===== src/rtl/flash_cmd_pkg.sv =====
package flash_cmd_pkg;

    typedef enum logic [2:0] {
        ST_IDLE,
        ST_UNL1,
        ST_UNL2,
        ST_ERA_PRE,
        ST_ERA_UNL1,
        ST_ERA_UNL2,
        ST_PROG,
        ST_BUSY
    } seq_state_e;

    typedef enum logic [1:0] {
        OP_NONE  = 2'b00,
        OP_ERASE = 2'b01,
        OP_PROG  = 2'b10
    } bank_op_e;

    typedef struct packed {
        logic at_a;
        logic at_b;
        logic d_aa;
        logic d_55;
        logic d_80;
        logic d_a0;
        logic d_30;
        logic d_f5;
        logic d_page;
    } cyc_class_t;

endpackage


===== src/rtl/flash_cmd_match.sv =====
module flash_cmd_match
    import flash_cmd_pkg::*;
#(
    parameter int ADDR_W = 16,
    parameter int DATA_W = 8,
    parameter logic [ADDR_W-1:0] OFS_A = 16'h5554,
    parameter logic [ADDR_W-1:0] OFS_B = 16'hAAA8
) (
    input  logic [ADDR_W-1:0] addr_i,
    input  logic [DATA_W-1:0] data_i,
    output cyc_class_t        cls_o
);
    function automatic logic is_byte(input logic [DATA_W-1:0] d, input logic [7:0] v);
        return d == DATA_W'(v);
    endfunction

    always_comb begin
        cls_o.at_a   = (addr_i == OFS_A);
        cls_o.at_b   = (addr_i == OFS_B);
        cls_o.d_aa   = is_byte(data_i, 8'hAA);
        cls_o.d_55   = is_byte(data_i, 8'h55);
        cls_o.d_80   = is_byte(data_i, 8'h80);
        cls_o.d_a0   = is_byte(data_i, 8'hA0);
        cls_o.d_30   = is_byte(data_i, 8'h30);
        cls_o.d_f5   = is_byte(data_i, 8'hF5);
        cls_o.d_page = is_byte(data_i, 8'h50) || is_byte(data_i, 8'h5D);
    end
endmodule


===== src/rtl/flash_cmd_status.sv =====
module flash_cmd_status (
    input  logic clk,
    input  logic rst_n,
    input  logic set_seq_i,
    input  logic set_op_i,
    input  logic clr_i,
    input  logic set_page_i,
    input  logic clr_page_i,
    output logic seq_err_o,
    output logic op_err_o,
    output logic page_o
);
    typedef struct packed {
        logic seq_err;
        logic op_err;
        logic page;
    } flags_t;

    flags_t st_d, st_q;

    always_comb begin
        st_d = st_q;
        if (clr_i) begin
            st_d.seq_err = 1'b0;
            st_d.op_err  = 1'b0;
        end
        if (set_seq_i) st_d.seq_err = 1'b1;
        if (set_op_i)  st_d.op_err  = 1'b1;
        if (clr_page_i) st_d.page = 1'b0;
        if (set_page_i) st_d.page = 1'b1;
    end

    always_ff @(posedge clk or negedge rst_n) begin
        if (!rst_n) st_q <= '0;
        else        st_q <= st_d;
    end

    assign seq_err_o = st_q.seq_err;
    assign op_err_o  = st_q.op_err;
    assign page_o    = st_q.page;


    seq_err_sticky_chk: assert property (@(posedge clk) disable iff (!rst_n)
        seq_err_o && !clr_i |=> seq_err_o);

    op_err_sticky_chk: assert property (@(posedge clk) disable iff (!rst_n)
        op_err_o && !clr_i |=> op_err_o);

    clear_wins_chk: assert property (@(posedge clk) disable iff (!rst_n)
        clr_i && !set_seq_i && !set_op_i |=> !seq_err_o && !op_err_o);
endmodule


===== src/rtl/flash_cmd_seq.sv =====
module flash_cmd_seq
    import flash_cmd_pkg::*;
#(
    parameter int ADDR_W = 16,
    parameter int DATA_W = 8
) (
    input  logic              clk,
    input  logic              rst_n,
    input  logic              wr_valid,
    input  logic [ADDR_W-1:0] wr_addr,
    input  logic [DATA_W-1:0] wr_data,
    input  logic              bank_done,
    input  logic              bank_fail,
    output logic              bank_cmd_valid,
    output logic [1:0]        bank_cmd_op,
    output logic [ADDR_W-1:0] bank_cmd_addr,
    output logic [DATA_W-1:0] bank_cmd_data,
    output logic              cmd_mode,
    output logic              busy,
    output logic              seq_err,
    output logic              op_err,
    output logic              page_mode
);
    typedef struct packed {
        seq_state_e        state;
        logic              cmd_valid;
        bank_op_e          cmd_op;
        logic [ADDR_W-1:0] cmd_addr;
        logic [DATA_W-1:0] cmd_data;
    } seq_regs_t;

    seq_regs_t  r_d, r_q;
    cyc_class_t cls;
    logic set_seq, set_op, clr_stat, set_page, clr_page;

    flash_cmd_match #(.ADDR_W(ADDR_W), .DATA_W(DATA_W)) u_match (
        .addr_i (wr_addr),
        .data_i (wr_data),
        .cls_o  (cls)
    );

    always_comb begin
        r_d       = r_q;
        r_d.cmd_valid = 1'b0;
        set_seq   = 1'b0;
        set_op    = 1'b0;
        clr_stat  = 1'b0;
        set_page  = 1'b0;
        clr_page  = 1'b0;
        unique case (r_q.state)
            ST_IDLE: if (wr_valid) begin
                if (cls.at_a && cls.d_aa)        r_d.state = ST_UNL1;
                else if (cls.at_a && cls.d_f5)   clr_stat  = 1'b1;
                else if (cls.at_a && cls.d_page) set_page  = 1'b1;
                else                             set_seq   = 1'b1;
            end
            ST_UNL1, ST_ERA_UNL1: if (wr_valid) begin
                if (cls.at_b && cls.d_55)
                    r_d.state = (r_q.state == ST_UNL1) ? ST_UNL2 : ST_ERA_UNL2;
                else begin
                    r_d.state = ST_IDLE;
                    set_seq   = 1'b1;
                end
            end
            ST_UNL2: if (wr_valid) begin
                if (cls.at_a && cls.d_80)      r_d.state = ST_ERA_PRE;
                else if (cls.at_a && cls.d_a0) r_d.state = ST_PROG;
                else begin
                    r_d.state = ST_IDLE;
                    set_seq   = 1'b1;
                end
            end
            ST_ERA_PRE: if (wr_valid) begin
                if (cls.at_a && cls.d_aa) r_d.state = ST_ERA_UNL1;
                else begin
                    r_d.state = ST_IDLE;
                    set_seq   = 1'b1;
                end
            end
            ST_ERA_UNL2: if (wr_valid) begin
                if (cls.d_30) begin
                    r_d.state     = ST_BUSY;
                    r_d.cmd_valid = 1'b1;
                    r_d.cmd_op    = OP_ERASE;
                    r_d.cmd_addr  = wr_addr;
                    r_d.cmd_data  = wr_data;
                    clr_page      = 1'b1;
                end else begin
                    r_d.state = ST_IDLE;
                    set_seq   = 1'b1;
                end
            end
            ST_PROG: if (wr_valid) begin
                r_d.state     = ST_BUSY;
                r_d.cmd_valid = 1'b1;
                r_d.cmd_op    = OP_PROG;
                r_d.cmd_addr  = wr_addr;
                r_d.cmd_data  = wr_data;
                clr_page      = 1'b1;
            end
            ST_BUSY: begin
                if (wr_valid) begin
                    if (cls.at_a && cls.d_f5) clr_stat = 1'b1;
                    else                      set_seq  = 1'b1;
                end
                if (bank_done) begin
                    r_d.state = ST_IDLE;
                    set_op    = bank_fail;
                end
            end
            default: r_d.state = ST_IDLE;
        endcase
    end

    always_ff @(posedge clk or negedge rst_n) begin
        if (!rst_n) begin
            r_q.state     <= ST_IDLE;
            r_q.cmd_valid <= 1'b0;
            r_q.cmd_op    <= OP_NONE;
            r_q.cmd_addr  <= '0;
            r_q.cmd_data  <= '0;
        end else begin
            r_q <= r_d;
        end
    end

    flash_cmd_status u_status (
        .clk        (clk),
        .rst_n      (rst_n),
        .set_seq_i  (set_seq),
        .set_op_i   (set_op),
        .clr_i      (clr_stat),
        .set_page_i (set_page),
        .clr_page_i (clr_page),
        .seq_err_o  (seq_err),
        .op_err_o   (op_err),
        .page_o     (page_mode)
    );

    assign bank_cmd_valid = r_q.cmd_valid;
    assign bank_cmd_op    = r_q.cmd_op;
    assign bank_cmd_addr  = r_q.cmd_addr;
    assign bank_cmd_data  = r_q.cmd_data;
    assign busy           = (r_q.state == ST_BUSY);
    assign cmd_mode       = busy;


    cmd_in_busy_chk: assert property (@(posedge clk) disable iff (!rst_n)
        bank_cmd_valid |-> busy);

    busy_entry_chk: assert property (@(posedge clk) disable iff (!rst_n)
        $rose(busy) |-> bank_cmd_valid);

    busy_hold_chk: assert property (@(posedge clk) disable iff (!rst_n)
        busy && !bank_done |=> busy);

    strobe_single_chk: assert property (@(posedge clk) disable iff (!rst_n)
        bank_cmd_valid |=> !bank_cmd_valid);

    no_cmd_while_busy_chk: assert property (@(posedge clk) disable iff (!rst_n)
        busy && wr_valid && !bank_done |=> !bank_cmd_valid && busy);
endmodule


===== config.mk =====
export PLATFORM = sky130hd
export DESIGN_NAME = flash_cmd_seq
export DESIGN_NICKNAME = d
export VERILOG_FILES = /design/src/rtl/flash_cmd_pkg.sv /design/src/rtl/flash_cmd_match.sv /design/src/rtl/flash_cmd_status.sv /design/src/rtl/flash_cmd_seq.sv
export SDC_FILE = /design/constraint.sdc
export NUM_CORES = 1
export LEC_CHECK = 0
export ABC_AREA = 1
export BUFFER_PORTS_ARGS = -buffer_cell sky130_fd_sc_hd__buf_4
export CAP_MARGIN = 5
export CORE_MARGIN = 2
export CORE_UTILIZATION = 38
export DETAILED_ROUTE_END_ITERATION = 12
export PLACE_DENSITY = 0.59
export SYNTH_ARGS = -nofsm -noshare
export SYNTH_HDL_FRONTEND = slang
export SYNTH_HIERARCHICAL = 1
export SYNTH_SLANG_ARGS = --single-unit

===== constraint.sdc =====
create_clock -name clk -period 1.78 [get_ports clk]
set_input_delay 0.267 -clock clk [delete_from_list [all_inputs] [get_ports clk]]
set_output_delay 0.267 -clock clk [all_outputs]
set_load 0.005 [all_outputs]

After elaboration in Yosys (flattened, before gate mapping)

Index checks and enable logic that the tools add are counted.

Register bits after elaboration: 33
Latch bits: 0
Bits in writable memories: 0
Memory bits (read-only): 0
Input bits: 29
Word-level logic and storage cells: 103
Memories kept: 0

Add/subtract/negate cells: 0
$mul: 0
Divide/modulo/power cells: 0
Order comparisons: 0
Equality and inequality tests: 26
Shifts and indexed selects: 0
Muxes and demuxes: 54
Bitwise gates (word level): 0
Reductions and logical operators: 15

Operators with widths:

| kind                                             | number |
|---|---|
| two-way mux 30 bit                               | 2 |
| case mux 27 bit (2 select lines)                 | 1 |
| two-way mux 3 bit                                | 12 |
| two-way mux 1 bit                                | 33 |
| == test 8 bit (second input constant)            | 4 |
| two-way mux 27 bit                               | 1 |
| == test 8 x 7 -> 1 bit (second input constant)   | 3 |
| case mux 3 bit (7 select lines)                  | 1 |
| inequality test 2 bit (second input constant)    | 9 |
| == test 16 x 15 -> 1 bit (second input constant) | 1 |
| == test 16 bit (second input constant)           | 1 |
| == test 3 bit (second input constant)            | 4 |
| == test 8 x 6 -> 1 bit (second input constant)   | 1 |
| AND reduction 8 bit                              | 1 |
| nonzero test 2 bit                               | 4 |
| == test 3 x 2 -> 1 bit (second input constant)   | 2 |
| logical AND 1 bit                                | 6 |
| case mux 1 bit (6 select lines)                  | 1 |
| case mux 1 bit (2 select lines)                  | 2 |
| AND reduction 4 bit                              | 1 |
| == test 3 x 1 -> 1 bit (second input constant)   | 1 |
| logical NOT 3 bit                                | 1 |
| two-way mux 2 bit                                | 1 |
| OR reduction 2 bit                               | 1 |
| logical OR 1 bit                                 | 1 |

Longest topological paths before layout

Gate-level depths: netlist of the first run.

Depth after elaboration: 9
Depth in mapped cells: 14
Depth with buffers taken out: 14

Modules after synthesis

Netlist of the first run, hierarchy kept.

Modules (own cells, without submodules):

| module           | instances | cells an instance | area each (um^2) | sequential area each (um^2) |
|---|---|---|---|---|
| flash_cmd_seq    | 1         | 216               | 1732.9           | 750.7 |
| flash_cmd_match  | 1         | 79                | 331.6            | 0.0 |
| flash_cmd_status | 1         | 14                | 116.4            | 75.1 |

Least setup slack after synthesis of the first run

No wires, ideal clock.

Path kind: input to register
Start point: in wr_addr[0]
End point: reg u_status.st_q (netlist bit u_status/seq_err_o)
Setup time: 0.116 ns
Arrival time: 1.293 ns
Data required time: 1.664 ns
Setup slack: 0.371 ns
Stages on the path: 14
Path buffers: 0
Cells stage by stage: inv_1 -> nand2_1 -> nor2_1 -> nand2_1 -> nor2_1 -> nand2_1 -> nand2_1 -> nor2_1 -> nor2_1 -> nand3_1 -> nor2_1 -> nor2_1 -> inv_1 -> nand2_1

RTL lines:

| what                   | RTL line               | RTL |
|---|---|---|
| start: declaration     | flash_cmd_seq.sv:10    | `input logic [ADDR_W-1:0] wr_addr,` |
| end signal: assignment | flash_cmd_status.sv:35 | `else st_q <= st_d;` |
| end: declaration       | flash_cmd_status.sv:19 | `flags_t st_d, st_q;` |

Final worst setup path of the first run

Start point: reg r_q[29] (netlist bit)
End point: out cmd_mode

Longest elaborated chain between the ends: 1

Ends and longest elaborated chain:

| what                     | RTL line             | RTL |
|---|---|---|
| start: declaration       | flash_cmd_seq.sv:32  | `seq_regs_t r_d, r_q;` |
| start signal: assignment | flash_cmd_seq.sv:123 | `r_q <= r_d;` |
| == test 3 bit            | flash_cmd_seq.sv:144 | `assign busy = (r_q.state == ST_BUSY);` |
| end: declaration         | flash_cmd_seq.sv:18  | `output logic cmd_mode,` |

No other way between the ends.

==> impl_results.md, run 1 <==
* Status: finished, final reports clean
* Ant diodes at 0
* CTS sink count at 33
* Syn_nets at 338
* Combinational power share at 9.1%
* Clk_skew at 0.00369 ns
* Routed Antenna Nets at 0
* Worst-skew pair later-pin latency at 0.28 ns
* Net Switching at 343 uW
* Final Setup Violations at 0
* Critical path peak fanout at 8
* Post-layout instance area at 2580 um2
* First-pass GRT wire length at 8.26 mm
* Post-layout util at 46.6%
* Slew @ Worst Pin at 0.431 ns
* Asr flop ratio synth at 100%
* Pin count of the biggest net entering global routing at 34
* Ys flop type: dfrtp_1
* Power Density at 551 nW/um2
* FMAX at 668 MHz
* DRC at 0
* I/O pins at 61
* Leakage dissipation at 0.00152 uW
* Number of synthesized register bits at 33
* Setup TNS at 0 ns
* Fraction of final layout cells sized beyond drive strength 1 at 28.0%
* Routability cong. at 0.876
* Number of I/O port buffers at 60
* Max-cap viol count at 0
* Wire per inst at 11.5 um
* Synth unique cells at 25
* DP Area at 2490 um2
* Clock power share at 38.1%
* Arrival time worst endpoint at 1.23 ns
* Switch share at 24.1%
* RSZ-0062 raised after global routing: false
* Mapped Area at 2180 um2
* Reg clk slew, reported paths at 0.07 ns
* Congestion Overflow GR at 0
* Crit path required time at 1.51 ns
* CP endpoint kind: output port
* Die area at 6360 um2
* Final hold vios at 0
* Vias per inst at 4.58
* Die W at 79.8 um
* Min-delay worst type: in -> reg
* Vias in the first global route at 1816
* Tmin final at 1.50 ns
* Critical path class: reg -> out
* Top area cells in the synthesized netlist: dfrtp_1 (38%), nand2_1 (17%), buf_4 (10%), nand3_1 (8.0%), inv_1 (5.7%)
* Final Max Slew Viols at 0
* Starting Density at 39.4%
* Largest area contributor in the netlist: dfrtp_1
* Syn avg cell area at 7.06 um2
* Clock root cell: clkbuf_8
* Slew HR at 71.3%
* Worst hold slack at 0.193 ns
* CTS Buffer Depth at 2
* Pint at 1080 uW
* EDFF count, synth at 0
* Commonest cells in the netlist: nand2_1 (101), nand3_1 (35), dfrtp_1 (33), inv_1 (33)
* Area growth, synth to finish at 18.5%
* Count leader, synth: nand2_1
* Critical path launch point type: register
* Drt total wl at 4.82 mm
* Yosys top cell area share at 37.9%
* DRT Pass-1 Iters at 4
* H-tree depth at 2
* Core Box Area at 5540 um2
* CTS Buf Count at 5
* Dpl hpwl at 3.63 mm
* Vias at 1915
* Peak VDD IR at 0.000213 V
* # rows at 27
* Synth Instances at 309
* All-layer global routing usage at 16.6%
* Initial antenna violation count at 0
* Seq pwr share at 52.8%
* Chip Height at 79.8 um
* YS warnings at 6
* CTS tree: yes
* Fin crit share at 84.1%
* Seq/Total Area, Yosys at 37.9%
* Layout Nets at 374
* Initial DRC count at 63
==> metal layers <==
layer	GRT usage, %	routed length, um	vias up
li1	-	-	993
met1	22.2	2230	855
met2	26.3	2210	61
met3	4.07	337	6
met4	5.59	50	0
met5	0	0	-
==> through the flow <==
step | total power, uW | cells | setup slack (ns)
2_1_floorplan | 804 | 309 | 0.371
3_3_place_gp | 893 | 409 | 0.0227
3_5_place_dp | 895 | 409 | 0.00710
4_1_cts | 1460 | 418 | 0.255
5_1_grt | 1500 | 418 | 0.128
6_report | 1420 | 418 | 0.283
==> timing repair <==
item,in CTS,in global routing
setup endpoints to repair,0,1
resized for setup,0,1
hold buffers,1,0
setup buffers,0,0
endpoints found under the hold margin,33,0
==> cell usage in the layout (no fill, tap or decap), types with 2 or more instances in the layout <==
cell,netlist,routed
nor2_4,2,2
inv_1,33,33
inv_2,8,8
o21ai_0,3,3
dfrtp_1,33,33
nand2_2,5,5
buf_12,0,2
nand3_1,35,35
nand2_4,2,2
nand2_1,101,101
buf_4,29,63
nand4_1,7,7
o21ai_1,3,3
nor2_1,29,28
clkbuf_8,0,5
clkinv_2,1,3
nor2_2,2,3
==> state kept, by name, summed over array words and instances, names as in the netlist <==
register / count
bank_cmd_data: 8
bank_cmd_op: 2
u_status/seq_err_o: 1
bank_cmd_valid: 1
u_status/op_err_o: 1
u_status/page_o: 1
bank_cmd_addr: 16
r_q: 3
==> worst max-delay path, stage by stage, from the launching register on <==
cell	delay, ns
dfrtp_1	0.51
inv_2	0.14
nor2_4	0.17
buf_4	0.13
==> worst paths after layout <==
| check | start | end | slack [ns] | cells after the start |
|---|---|---|---|---|
| worst max-delay path | r_q[29] | cmd_mode | 0.28 | 3 |
| worst min-delay path | wr_addr[6] | bank_cmd_addr[6] | 0.19 | 3 |
| worst max register to register | r_q[27] | bank_cmd_op[1] | 0.30 | 5 |
| worst min register to register | u_status/op_err_o | u_status/op_err_o | 0.47 | 2 |
| max in group asynchronous | rst_n | r_q[27] | 1.01 | 2 |
| min in group asynchronous | rst_n | bank_cmd_addr[4] | 0.47 | 2 |
==> logic make-up (layout without fill, tap and decap cells) <==
logic type	Yosys count	after routing	share of synthesized area [%]
simple gates	186	186	38.2
buf+inv	80	117	21.1
flops	33	33	37.9
compound gates	10	10	2.81
==> power by group through the flow <==
stage / clock network, uW / registers, uW / logic, uW
after CTS: 574 / 751 / 131
final: 543 / 751 / 129
after floorplan: 0 / 766 / 38.5
after global placement: 0 / 766 / 128
after global routing: 597 / 751 / 148
after detailed placement: 0 / 766 / 129
==> final cells by class <==
type	count	area (um2)
Fill cell	600	2960
Tap cell	72	90.1
Sequential cell	33	826
Timing Repair Buffer	66	523
Inverter	43	165
Clock buffer	6	72.6
Clock inverter	2	10.0
Multi-Input combinational cell	196	897
No activity file was read; power rests on OpenSTA's default activity.
==> inputs of run 2 (changes only) <==
==> constraint.sdc (replaced) <==
create_clock -name clk -period 1.4 [get_ports clk]
set_input_delay 0.21 -clock clk [delete_from_list [all_inputs] [get_ports clk]]
set_output_delay 0.21 -clock clk [all_outputs]
set_load 0.005 [all_outputs]
==> impl_results.md, run 2 (synthesis results as in run 1) <==
* Status: finished, final reports clean
* Congestion Overflow GR at 0
* Ant diodes at 0
* CTS sink count at 33
* Clock root cell: clkbuf_8
* Crit path required time at 1.58 ns
* Vias at 2046
* Routed Antenna Nets at 0
* Final Max Slew Viols at 0
* Drt total wl at 5.20 mm
* Pin count of the biggest net entering global routing at 34
* Initial antenna violation count at 0
* Layout fillers at 585
* Clk_skew at 0.00516 ns
* FMAX at 731 MHz
* Commonest cells after routing, fill and taps aside: nand2_1 (92), buf_4 (86), nand3_1 (33)
* Footprint of the multi-input gates at 995 um2
* Power Density at 619 nW/um2
* Fin cells at 451
* Final Setup Violations at 0
* Vias per inst at 4.54
* Critical path peak fanout at 16
* Worst-skew pair later-pin latency at 0.28 ns
* Vias in the first global route at 1967
* Number of flip-flops in the largest register at 16
* Die W at 79.8 um
* CTS Buffer Depth at 2
* Leakage dissipation at 0.00176 uW
* H-tree depth at 2
* Critical path class: reg -> reg
* CP endpoint kind: register
* CTS tree: yes
* Routability cong. at 0.830
* Die area at 6360 um2
* All-layer global routing usage at 17.3%
* Setup TNS at 0 ns
* # rows at 27
* Wire per inst at 11.5 um
* RSZ-0062 raised after global routing: true
* Area growth, synth to finish at 37.1%
* Reg clk slew, reported paths at 0.07 ns
* Core Box Area at 5540 um2
* Starting Density at 39.4%
* Fin crit share at 97.8%
* Flop2flop setup slack at 0.03 ns
* DRC at 0
* Final hold vios at 0
* I/O pins at 61
* Peak VDD IR at 0.000392 V
* First-pass GRT wire length at 8.66 mm
* Fraction of final layout cells sized beyond drive strength 1 at 40.9%
* Placed cells at 437
* Arrival time worst endpoint at 1.55 ns
* Max-cap viol count at 0
* Total power at 1850 uW
* Initial DRC count at 67
* CTS Buf Count at 5
* DRT Pass-1 Iters at 4
* Min-delay worst type: in -> reg
* Tmin final at 1.37 ns
* Slew @ Worst Pin at 0.427 ns
* DP Area at 2720 um2
* Critical path launch point type: register
* Number of I/O port buffers at 60
* Commonest non-fill, non-tap cell in the layout: nand2_1
* Sequential cell area at 828 um2
* Slew HR at 71.5%
* Layout Nets at 407
* Dpl hpwl at 3.93 mm
* Chip Height at 79.8 um
* Post-layout instance area at 2990 um2
## run 2: cell types whose count changed in the layout (fill, tap and decap cells not counted), moves of 3 or more
cell / before / now
inv_1: 33 / 26
buf_4: 63 / 86
nand2_2: 5 / 8
buf_6: 0 / 8
nand2_4: 2 / 6
inv_2: 8 / 14
nand2_1: 101 / 92
## run 2: report_power, final
part	switching, uW	internal [uW]
combinational	99.8	103
clock	349	344
sequential	0.776	955
## run 2: path summary, 6_finish.rpt
path | start | to | depth (start not counted)
hold reg to reg | u_status/page_o | u_status/page_o | 2
setup / recovery | r_q[28] | bank_cmd_op[1] | 6
max in group asynchronous | rst_n | r_q[27] | 2
hold / removal | wr_addr[0] | bank_cmd_addr[0] | 3
min in group asynchronous | rst_n | bank_cmd_addr[4] | 2
setup reg to reg | r_q[28] | bank_cmd_op[1] | 6
## run 2: per-layer routing
metal	track usage, %	vias up	wire [um]	part of all wire (%)
met5	0	-	0	0
met4	5.59	0	65	1.2
met3	3.73	5	271	5.2
met2	28.8	42	2510	48
met1	22.3	936	2350	45
li1	-	1063	-	-
## run 2: critical path: stages, from the launching register on
cell and delay (ns):
dfrtp_1 0.39, buf_4 0.16, buf_4 0.13, nand4_4 0.18
nand2_8 0.09, buf_12 0.15, o21a_1 0.16
## run 2: final cells by class
type / instances / area share [%]
Multi-Input combinational cell: 196 / 33.3
Inverter: 43 / 5.61
Clock buffer: 6 / 2.43
Sequential cell: 33 / 27.7
Clock inverter: 2 / 0.335
Timing Repair Buffer: 99 / 27.6
Tap cell: 72 / 3.01
## run 2: repair_timing
item / 4_1_cts / 5_1_grt
hold buffers: 1 / 0
pin swaps: 0 / 21
hold endpoints to repair: 33 / 0
gates resized for setup: 3 / 40
buffers inserted: 2 / 3
setup endpoints to repair: 2 / 8
## run 2: per-stage QoR
stage	utilization [%]	worst slack, ns	hold WS, ns
floorplan	-	0.0478	-0.0856
global placement	49.2	-0.203	0.180
detailed placement	49.2	-0.227	0.186
CTS	51.2	-0.0205	0.123
global route	54.0	-0.0672	0.116
finish	54.0	0.0315	0.120
==> inputs of run 3 (changes only) <==
--- a/config.mk
+++ b/config.mk
@@ -12,6 +12,7 @@
 export CORE_UTILIZATION = 38
 export DETAILED_ROUTE_END_ITERATION = 12
 export PLACE_DENSITY = 0.59
+export RECOVER_POWER = 50
 export SYNTH_ARGS = -nofsm -noshare
 export SYNTH_HDL_FRONTEND = slang
 export SYNTH_HIERARCHICAL = 1
==> impl_results.md, run 3 (synthesis results as in run 1) <==
* Initial DRC count at 57
* Reg2Reg Capture Point: bank_cmd_op[1]
* Place WS at -0.227 ns
* R2r worst-path depth at 6
* Pin count of the biggest net entering global routing at 34
* Routed Antenna Nets at 0
* First-pass GRT wire length at 8.66 mm
* Congestion Overflow GR at 0
* Ant diodes at 0
* Die area at 6360 um2
* Layout Nets at 407
* Critical path class: reg -> reg
* Leakage dissipation at 0.00176 uW
* Reg clk slew, reported paths at 0.07 ns
* Peak VDD IR at 0.000392 V
* Worst-skew pair later-pin latency at 0.28 ns
* RSZ-0062 raised after global routing: true
* Routability cong. at 0.830
* Chip Height at 79.8 um
* Core Box Area at 5540 um2
* Critical path peak fanout at 16
* Slew @ Worst Pin at 0.828 ns
* Cell repeated most along the worst path: buf_4
* Tmin final at 1.37 ns
* Dpl hpwl at 3.93 mm
* Crit-path cells: buf_4, buf_4, nand4_4, nand2_8, buf_12, o21a_1
* # rows at 27
* Slew HR at 44.8%
* Initial antenna violation count at 0
* Commonest cells after routing, fill and taps aside: nand2_1 (92), buf_4 (74), nand3_1 (33)
* Slowest-stage cell, CP: dfrtp_1
* Max-cap viol count at 0
* Setup TNS at 0 ns
* Power Density at 619 nW/um2
* Clk_skew at 0.00518 ns
* Fin crit share at 97.7%
* CTS sink count at 33
* CTS Buffer Depth at 2
* FMAX at 731 MHz
* Number of flip-flops in the largest register at 16
* Commonest non-fill, non-tap cell in the layout: nand2_1
* CP endpoint kind: register
* Largest delay share family, worst path: buffers and inverters
* CTS Buf Count at 5
* Critical path launch point type: register
* Number of I/O port buffers at 60
* Final Max Slew Viols at 0
* All-layer global routing usage at 17.3%
* Clock root cell: clkbuf_8
* Final hold vios at 0
* I/O pins at 61
* Min-delay worst type: in -> reg
* Placed cells at 437
* Reg-to-reg startpoint: r_q[28]
* DRT Pass-1 Iters at 4
* CTS tree: yes
* Flop2flop setup slack at 0.03 ns
* Fin cells at 451
* Buf/Inv on CP at 3
* Crit-path max cell delay at 0.39 ns
* Arrival time worst endpoint at 1.55 ns
* Die W at 79.8 um
* Fraction of final layout cells sized beyond drive strength 1 at 40.9%
* Area growth, synth to finish at 36.9%
* Worst hold slack at 0.121 ns
* Vias in the first global route at 1967
* Drt total wl at 5.19 mm
* Starting Density at 39.4%
* Final worst slack at 0.0317 ns
* Vias at 2048
* Critical path endpoint: bank_cmd_op[1]
* CP Launch Point: r_q[28]
* Wire per inst at 11.5 um
* Status: finished, final reports clean
* DRC at 0
* Crit path required time at 1.58 ns
* Final Setup Violations at 0
* H-tree depth at 2
* Vias per inst at 4.54
* Number of cells on the critical path at 6
## run 3: timing repair
action	in CTS	in global routing
pin swaps	0	21
hold buffers	1	0
hold endpoints to repair	33	0
gates resized for setup	3	40
endpoints found under the setup margin	2	8
setup buffers	2	3
## run 3: layout make-up
cell class | instances | area (um2)
clock buffer | 6 | 72.6
clock inverter | 2 | 10.0
fill | 586 | 2550
inverter | 43 | 168
multi-input combinational | 196 | 995
sequential | 33 | 828
tap | 72 | 90.1
timing repair buffer | 99 | 823
## run 3: worst register-to-register path, stage by stage (launching register included)
cell and delay [ns]:
dfrtp_1 0.39, buf_4 0.16, buf_4 0.13, nand4_4 0.18, nand2_8 0.09, buf_12 0.15
o21a_1 0.16
## run 3: metrics by stage
stage / total power [uW] / area, um2 / utilization [%]
finish: 1850 / 2990 / 53.9
global route: 1950 / 2990 / 53.9
CTS: 1870 / 2840 / 51.2
detailed placement: 1170 / 2720 / 49.2
global placement: 1160 / 2720 / 49.2
floorplan: 1020 / 2180 / -
## run 3: layer usage
metal	vias up	share of wire, %	track usage, %
li1	1063	-	-
met2	42	48	28.8
met1	938	45	22.3
met4	0	1.3	5.59
met3	5	5.2	3.73
met5	-	0	0
## run 3: worst min-delay path by stage
stage               startpoint          endpoint  slack [ns]  cells after the start
floorplan                rst_n  bank_cmd_addr[0]       -0.09                      0
global placement         rst_n  bank_cmd_addr[4]        0.18                      1
detailed placement       rst_n  bank_cmd_addr[4]        0.19                      1
CTS                 wr_addr[0]  bank_cmd_addr[0]        0.12                      3
global route        wr_addr[1]  bank_cmd_addr[1]        0.12                      3
finish              wr_addr[0]  bank_cmd_addr[0]        0.12                      3
## run 3: power breakdown
group | switching, uW | leakage [uW] | internal, uW | total (uW)
clock network | 349 | 0.0000450 | 344 | 693
registers | 0.728 | 0.000452 | 955 | 955
logic | 99.6 | 0.00126 | 102 | 201
